## config.mk

```make
export PLATFORM = sky130hd
export DESIGN_NAME = cpucfg_top
export DESIGN_NICKNAME = d
export VERILOG_FILES = /design/src/rtl/cpucfg_pkg.sv /design/src/rtl/cpucfg_decode.sv /design/src/rtl/cpucfg_regs.sv /design/src/rtl/cpucfg_start.sv /design/src/rtl/cpucfg_top.sv
export SDC_FILE = /design/constraint.sdc
export NUM_CORES = 1
export LEC_CHECK = 0
export BUFFER_PORTS_ARGS = -buffer_cell sky130_fd_sc_hd__buf_2
export CAP_MARGIN = 20
export CORE_MARGIN = 2
export CORE_UTILIZATION = 60
export DETAILED_ROUTE_END_ITERATION = 8
export PLACE_DENSITY = 0.91
export SKIP_CTS_REPAIR_TIMING = 1
export SKIP_LAST_GASP = 1
export SYNTH_ARGS = -nofsm -noshare
export SYNTH_HDL_FRONTEND = slang
export SYNTH_SLANG_ARGS = --single-unit
```

## constraint.sdc

```tcl
create_clock -name clk -period 5.8 [get_ports clk]
set_input_delay 0 -clock clk [delete_from_list [all_inputs] [get_ports clk]]
set_output_delay 0 -clock clk [all_outputs]
set_load 0.1 [all_outputs]
```

## src/rtl/cpucfg_pkg.sv

```systemverilog
package cpucfg_pkg;

    localparam int ADDR_W      = 10;
    localparam int DATA_W      = 32;
    localparam int NUM_CORES   = 4;
    localparam int CORE_W      = $clog2(NUM_CORES);
    localparam int LEVEL_W     = 2;
    localparam int CORE_STRIDE = 'h40;
    localparam int STRIDE_LSB  = $clog2(CORE_STRIDE);
    localparam int NUM_RW      = 3;

    localparam logic [ADDR_W-1:0] OFF_CLUSTER_RST = 10'h000;
    localparam logic [ADDR_W-1:0] OFF_CORE_BASE   = 10'h040;
    localparam logic [ADDR_W-1:0] OFF_CORE_END    = OFF_CORE_BASE + ADDR_W'(NUM_CORES * CORE_STRIDE);
    localparam logic [ADDR_W-1:0] OFF_SYS_RST     = 10'h140;
    localparam logic [ADDR_W-1:0] OFF_CLKGATE     = 10'h144;
    localparam logic [ADDR_W-1:0] OFF_GEN         = 10'h184;
    localparam logic [ADDR_W-1:0] OFF_STBY        = 10'h1A0;
    localparam logic [ADDR_W-1:0] OFF_ENTRY       = 10'h1A4;
    localparam logic [ADDR_W-1:0] OFF_DBG         = 10'h1E4;
    localparam logic [ADDR_W-1:0] OFF_CNT_CTL     = 10'h280;
    localparam logic [ADDR_W-1:0] OFF_CNT_LO      = 10'h284;
    localparam logic [ADDR_W-1:0] OFF_CNT_HI      = 10'h288;

    localparam logic [DATA_W-1:0]  VAL_GLOBAL_RST = 32'h1;
    localparam logic [DATA_W-1:0]  VAL_CORE_RST   = 32'h3;
    localparam logic [DATA_W-1:0]  VAL_CORE_STAT  = 32'h1;
    localparam logic [DATA_W-1:0]  VAL_CLKGATE    = 32'h10F;
    localparam logic [LEVEL_W-1:0] START_LEVEL    = 2'd3;

    typedef enum logic [3:0] {
        SEL_NONE,
        SEL_GLOBAL_RST,
        SEL_CORE_RST,
        SEL_CORE_CTRL,
        SEL_CORE_STAT,
        SEL_CLKGATE,
        SEL_GEN,
        SEL_STBY,
        SEL_ENTRY,
        SEL_UNIMPL
    } reg_sel_e;

    typedef struct packed {
        reg_sel_e          sel;
        logic [CORE_W-1:0] core;
    } reg_hit_t;

    typedef struct packed {
        logic [CORE_W-1:0]  core;
        logic [DATA_W-1:0]  addr;
        logic [LEVEL_W-1:0] level;
    } start_req_t;

    // slot order of the stored words: 0 general, 1 standby, 2 entry
    function automatic logic [DATA_W-1:0] rw_reset(int idx);
        return (idx == 0) ? 32'h20 : 32'h0;
    endfunction

    function automatic reg_hit_t decode_offset(logic [ADDR_W-1:0] off);
        reg_hit_t          h;
        logic [ADDR_W-1:0] rel;
        h.sel  = SEL_NONE;
        h.core = '0;
        rel    = off - OFF_CORE_BASE;
        if (off[1:0] == 2'b00) begin
            if (off == OFF_CLUSTER_RST || off == OFF_SYS_RST) h.sel = SEL_GLOBAL_RST;
            else if (off == OFF_CLKGATE)                      h.sel = SEL_CLKGATE;
            else if (off == OFF_GEN)                          h.sel = SEL_GEN;
            else if (off == OFF_STBY)                         h.sel = SEL_STBY;
            else if (off == OFF_ENTRY)                        h.sel = SEL_ENTRY;
            else if (off == OFF_DBG || off == OFF_CNT_CTL ||
                     off == OFF_CNT_LO || off == OFF_CNT_HI)  h.sel = SEL_UNIMPL;
            else if (off >= OFF_CORE_BASE && off < OFF_CORE_END) begin
                h.core = rel[STRIDE_LSB +: CORE_W];
                case (rel[STRIDE_LSB-1:0])
                    6'h00:   h.sel = SEL_CORE_RST;
                    6'h04:   h.sel = SEL_CORE_CTRL;
                    6'h08:   h.sel = SEL_CORE_STAT;
                    default: h.sel = SEL_NONE;
                endcase
            end
        end
        return h;
    endfunction

endpackage

```

## src/rtl/cpucfg_decode.sv

```systemverilog
module cpucfg_decode
    import cpucfg_pkg::*;
(
    input  logic              access,
    input  logic [ADDR_W-1:0] offset,
    output reg_hit_t          hit,
    output logic              err,
    output logic              unimpl
);
    always_comb begin
        hit    = decode_offset(offset);
        err    = access && (hit.sel == SEL_NONE);
        unimpl = access && (hit.sel == SEL_UNIMPL);
    end
endmodule

```

## src/rtl/cpucfg_regs.sv

```systemverilog
module cpucfg_regs
    import cpucfg_pkg::*;
(
    input  logic              clk,
    input  logic              rst,
    input  logic              wr_en,
    input  reg_hit_t          hit,
    input  logic [DATA_W-1:0] wdata,
    output logic [DATA_W-1:0] rdata,
    output logic [DATA_W-1:0] entry
);
    logic [DATA_W-1:0] rw_q [NUM_RW];
    logic [NUM_RW-1:0] rw_sel;

    assign rw_sel = {hit.sel == SEL_ENTRY, hit.sel == SEL_STBY, hit.sel == SEL_GEN};

    for (genvar i = 0; i < NUM_RW; i++) begin : g_rw
        always_ff @(posedge clk) begin
            if (rst)                   rw_q[i] <= rw_reset(i);
            else if (wr_en && rw_sel[i]) rw_q[i] <= wdata;
        end
    end

    assign entry = rw_q[2];

    always_comb begin
        case (hit.sel)
            SEL_GLOBAL_RST: rdata = VAL_GLOBAL_RST;
            SEL_CORE_RST:   rdata = VAL_CORE_RST;
            SEL_CORE_STAT:  rdata = VAL_CORE_STAT;
            SEL_CLKGATE:    rdata = VAL_CLKGATE;
            SEL_GEN:        rdata = rw_q[0];
            SEL_STBY:       rdata = rw_q[1];
            SEL_ENTRY:      rdata = rw_q[2];
            default:        rdata = '0;
        endcase
    end
endmodule

```

## src/rtl/cpucfg_start.sv

```systemverilog
module cpucfg_start
    import cpucfg_pkg::*;
(
    input  logic              clk,
    input  logic              rst,
    input  logic              fire,
    input  logic [CORE_W-1:0] core,
    input  logic [DATA_W-1:0] entry,
    output logic              valid,
    output start_req_t        req
);
    always_ff @(posedge clk) begin
        if (rst) begin
            valid <= 1'b0;
            req   <= '0;
        end else begin
            valid <= fire;
            if (fire) begin
                req.core  <= core;
                req.addr  <= entry;
                req.level <= START_LEVEL;
            end
        end
    end
endmodule

```

## src/rtl/cpucfg_top.sv

```systemverilog
module cpucfg_top
    import cpucfg_pkg::*;
(
    input  logic                clk,
    input  logic                rst,
    input  logic                psel,
    input  logic                penable,
    input  logic                pwrite,
    input  logic [ADDR_W-1:0]   paddr,
    input  logic [DATA_W-1:0]   pwdata,
    output logic [DATA_W-1:0]   prdata,
    output logic                pslverr,
    output logic                unimpl_hit,
    output logic                start_valid,
    output logic [CORE_W-1:0]   start_core,
    output logic [DATA_W-1:0]   start_addr,
    output logic [LEVEL_W-1:0]  start_level
);
    logic              access, wr_en, fire;
    reg_hit_t          hit;
    logic [DATA_W-1:0] rdata, entry;
    start_req_t        req;

    assign access = psel && penable;
    assign wr_en  = access && pwrite;
    assign fire   = wr_en && (hit.sel == SEL_CORE_RST) && (pwdata != '0);

    cpucfg_decode u_dec (
        .access (access),
        .offset (paddr),
        .hit    (hit),
        .err    (pslverr),
        .unimpl (unimpl_hit)
    );

    cpucfg_regs u_regs (
        .clk   (clk),
        .rst   (rst),
        .wr_en (wr_en),
        .hit   (hit),
        .wdata (pwdata),
        .rdata (rdata),
        .entry (entry)
    );

    cpucfg_start u_start (
        .clk   (clk),
        .rst   (rst),
        .fire  (fire),
        .core  (hit.core),
        .entry (entry),
        .valid (start_valid),
        .req   (req)
    );

    assign prdata      = access ? rdata : '0;
    assign start_core  = req.core;
    assign start_addr  = req.addr;
    assign start_level = req.level;
endmodule

```

==> impl_metrics.toml <==
[synthesis]
async_reset_ff_share_pct = 0
synth-seq-cells = 132
syn_nets = 607
synth_edf_count = 96
synth_xor_area_share_pct = 0.140
synthSimpleGateAreaFrac_pct = 21.5
syn_avg_cell_area_sq_um = 11.3
yosysSeqAreaShare_pct = 57.6
synth_warnings = 0
synth_top_family_by_area = "simple AND/OR/NAND/NOR gates"
muxShareOfSynthArea_pct = 5.12
synth_compound_area_share_pct = 10.5
synth_cells = 555
yosysUniqueCellTypes = 58
synthFlopType = "edfxtp_1"
synthAdderAreaFrac_pct = 1.00
syn-cell-area_sq_um = 6260

[drt]
drt_iter0_drc = 621
drcViolationCount = 0
vias = 5323
viasPerCell = 6.38
postRouteAntennaNets = 0
drtPass1Iterations = 5
wl_um = 17400
drt-wirelength-per-cell_um = 20.9

[sta]
maxSlewViolCount = 0
min_period_ns = 3.35
final.setup.tns_ns = 0
rsz0062_at_grt = "false"
setup_viol = 0
timing.final.crit_share_pct = 57.8
finalHoldViolCount = 0
fmax_mhz = 298
tightest_slew_ns = 1.10
finClkSkew_ns = 0.00929
slew_headroom_pct = 26.3

[worst_setup_path]
worstPathArrival_ns = 3.35
cp_slowest_cell = "dlygate4sd3_1"
worst_ep_required_time_ns = 5.80
worstReg2RegStart = "u_regs.rw_q[2][17]$_SDFFCE_PN0P_"
max_stage_delay_ns = 0.54
crit_top_cell = "buf_2"
worst-r2r-setup-slack_ns = 4.95
worstRegToRegCells = 2
path_max_fanout = 32
setup.worst_path.start_class = "input port"
cpLargestDelayFamily = "buffers and inverters"
worst-path-buf-inv = 5
cp-end-kind = "output pin"
rr_endpoint = "u_start.req[19]$_SDFFE_PP0P_"
cp_cell_sequence = "dlygate4sd3_1 > buf_2 > inv_1 > ha_1 > and4bb_2 > o21ai_0 > o21bai_1 > nor4_4 > buf_4 > nand3_1 > a21oi_1 > buf_2"
critical_path_class = "in2out"

[flow_run]
cap_violations = 0

[grt]
grt_max_degree = 66
track_usage_pct = 29.5
antenna_found_initial = 0
grt_pass1_vias = 4962
grt_first_pass_wirelength_um = 25500
overflow = 0

[final_layout]
nNetsFinal = 737
drive_gt1_share_pct = 24.4
synthToLayoutAreaGrowth_pct = 25.1
antenna_cells = 0
design_area_sq_um = 7830
fin_util_pct = 76.5

[pwr]
powerDensity_nw_per_um2 = 278
p_leak_nw = 3.05
max-vdd-ir-drop_mv = 0.297
p_total_mw = 2.17

[floorplanning]
die_area_sq_um = 11300
die_h_um = 106
rows = 37
die_width_um = 106
initial_core_util_pct = 61.2
pin_count = 118
coreArea_sq_um = 10200

[place]
gp_congestion = 0.885
dp_hpwl_um = 10200
io_buffers = 117
placed_cell_area_sq_um = 6890

[worst_hold_path]
hold_path_end = "u_start.req[35]$_SDFFE_PP0P_"
hold_path_startpoint = "paddr[7]"
hold_depth = 5
hp-class = "in2reg"

[clocking]
cts_made_buffers = 17
clkTransAtPathRegs_ns = 0.06
clock_latency_ns = 0.53
clock_sinks = 132
cts_tree = "yes"
htreeDepth = 4
clock_path_buffers = 2
cts-root-buf = "clkbuf_8"

[run_status]
status = "finished, final reports clean"
## synthesized netlist by cell type (all sizes together), types with 3 or more instances
cell type | count | area [sq um]
edfxtp | 96 | 2880
and3 | 65 | 407
nor2 | 44 | 165
clkbuf | 37 | 139
dfxtp | 36 | 721
nand3 | 35 | 175
and2 | 33 | 206
a21oi | 32 | 160
mux2i | 32 | 320
a22oi | 28 | 210
nor4 | 13 | 100
nand2 | 12 | 47.6
buf | 11 | 103
nand4 | 7 | 43.8
nor2b | 7 | 43.8
o21ai | 7 | 35.0
a221oi | 5 | 43.8
ha | 5 | 62.6
inv | 5 | 18.8
nand2b | 4 | 25.0
o21bai | 4 | 30.0
nor3 | 3 | 15.0
## kinds of logic after synthesis
logic type	after synthesis
adder cells (fa/ha/maj)	5
AO/OA/AOI/OAI	95
flip-flops	132
multiplexers	32
XOR/XNOR	1
buffers and inverters	53
AND/OR/NAND/NOR	237
## cell type report
cell class | instances | area [sq um]
Fill cell | 640 | 2400
Tap cell | 136 | 170
Clock buffer | 19 | 422
Multi-Input combinational cell | 370 | 2470
Sequential cell | 132 | 3600
Inverter | 5 | 18.8
Clock inverter | 13 | 128
Timing Repair Buffer | 159 | 1020
## cell usage in the layout, fill, tap and decap left out, drive strengths merged, types with 7 or more instances in the layout
| cell type | Yosys | final |
|---|---|---|
| dfxtp | 36 | 36 |
| nor4 | 13 | 13 |
| buf | 11 | 126 |
| edfxtp | 96 | 96 |
| nor2b | 7 | 7 |
| a22oi | 28 | 28 |
| clkbuf | 37 | 19 |
| and2 | 33 | 33 |
| nand4 | 7 | 7 |
| o21ai | 7 | 7 |
| dlygate4sd3 | 0 | 33 |
| mux2i | 32 | 32 |
| inv | 5 | 9 |
| nand3 | 35 | 35 |
| a21oi | 32 | 32 |
| and3 | 65 | 65 |
| nor2 | 44 | 44 |
| nand2 | 12 | 12 |
## worst max-delay path by stage
stage,startpoint,end,slack (ns),cells past startpoint
global route,paddr[6],prdata[5],2.26,12
CTS,paddr[6],prdata[5],2.80,10
floorplan,paddr[6],unimpl_hit,1.22,8
detailed placement,paddr[6],u_regs.rw_q[0][24]$_SDFFCE_PN0P_,2.34,9
finish,paddr[6],prdata[17],2.45,12
global placement,paddr[6],u_regs.rw_q[0][18]$_SDFFCE_PN0P_,2.48,9
## power breakdown
group / internal [mW] / total [mW] / leakage (nW) / switching [mW]
registers: 1.04 / 1.06 / 1.20 / 0.0152
clock network: 0.575 / 1.00 / 0.253 / 0.425
logic: 0.0415 / 0.114 / 1.60 / 0.0726
total: 1.66 / 2.17 / 3.05 / 0.513
## per-stage QoR
stage          cells  setup slack, ns  hold WS (ns)
6_report         834             2.45        0.0289
5_1_grt          834             2.26        0.0690
4_1_cts          798             2.80        -0.227
3_5_place_dp     766             2.34         0.327
3_3_place_gp     766             2.48         0.318
2_1_floorplan    555             1.22         0.174
## state kept, by name (all words and copies together) (netlist names)
signal         count
u_regs.rw_q       96
u_start.req       35
u_start.valid      1
## worst min-delay path, cell delays in order
cell and delay [ns]:
buf_2 0.12, inv_1 0.10, ha_1 0.13, nand3b_1 0.11
o21ai_1 0.06
## routing by layer
layer,track usage [%],wire [um]
met2,46.0,8630
met1,39.9,6510
met4,12.8,505
met5,0,0
met3,6.50,1790
Power figures use the tool's default switching activity.
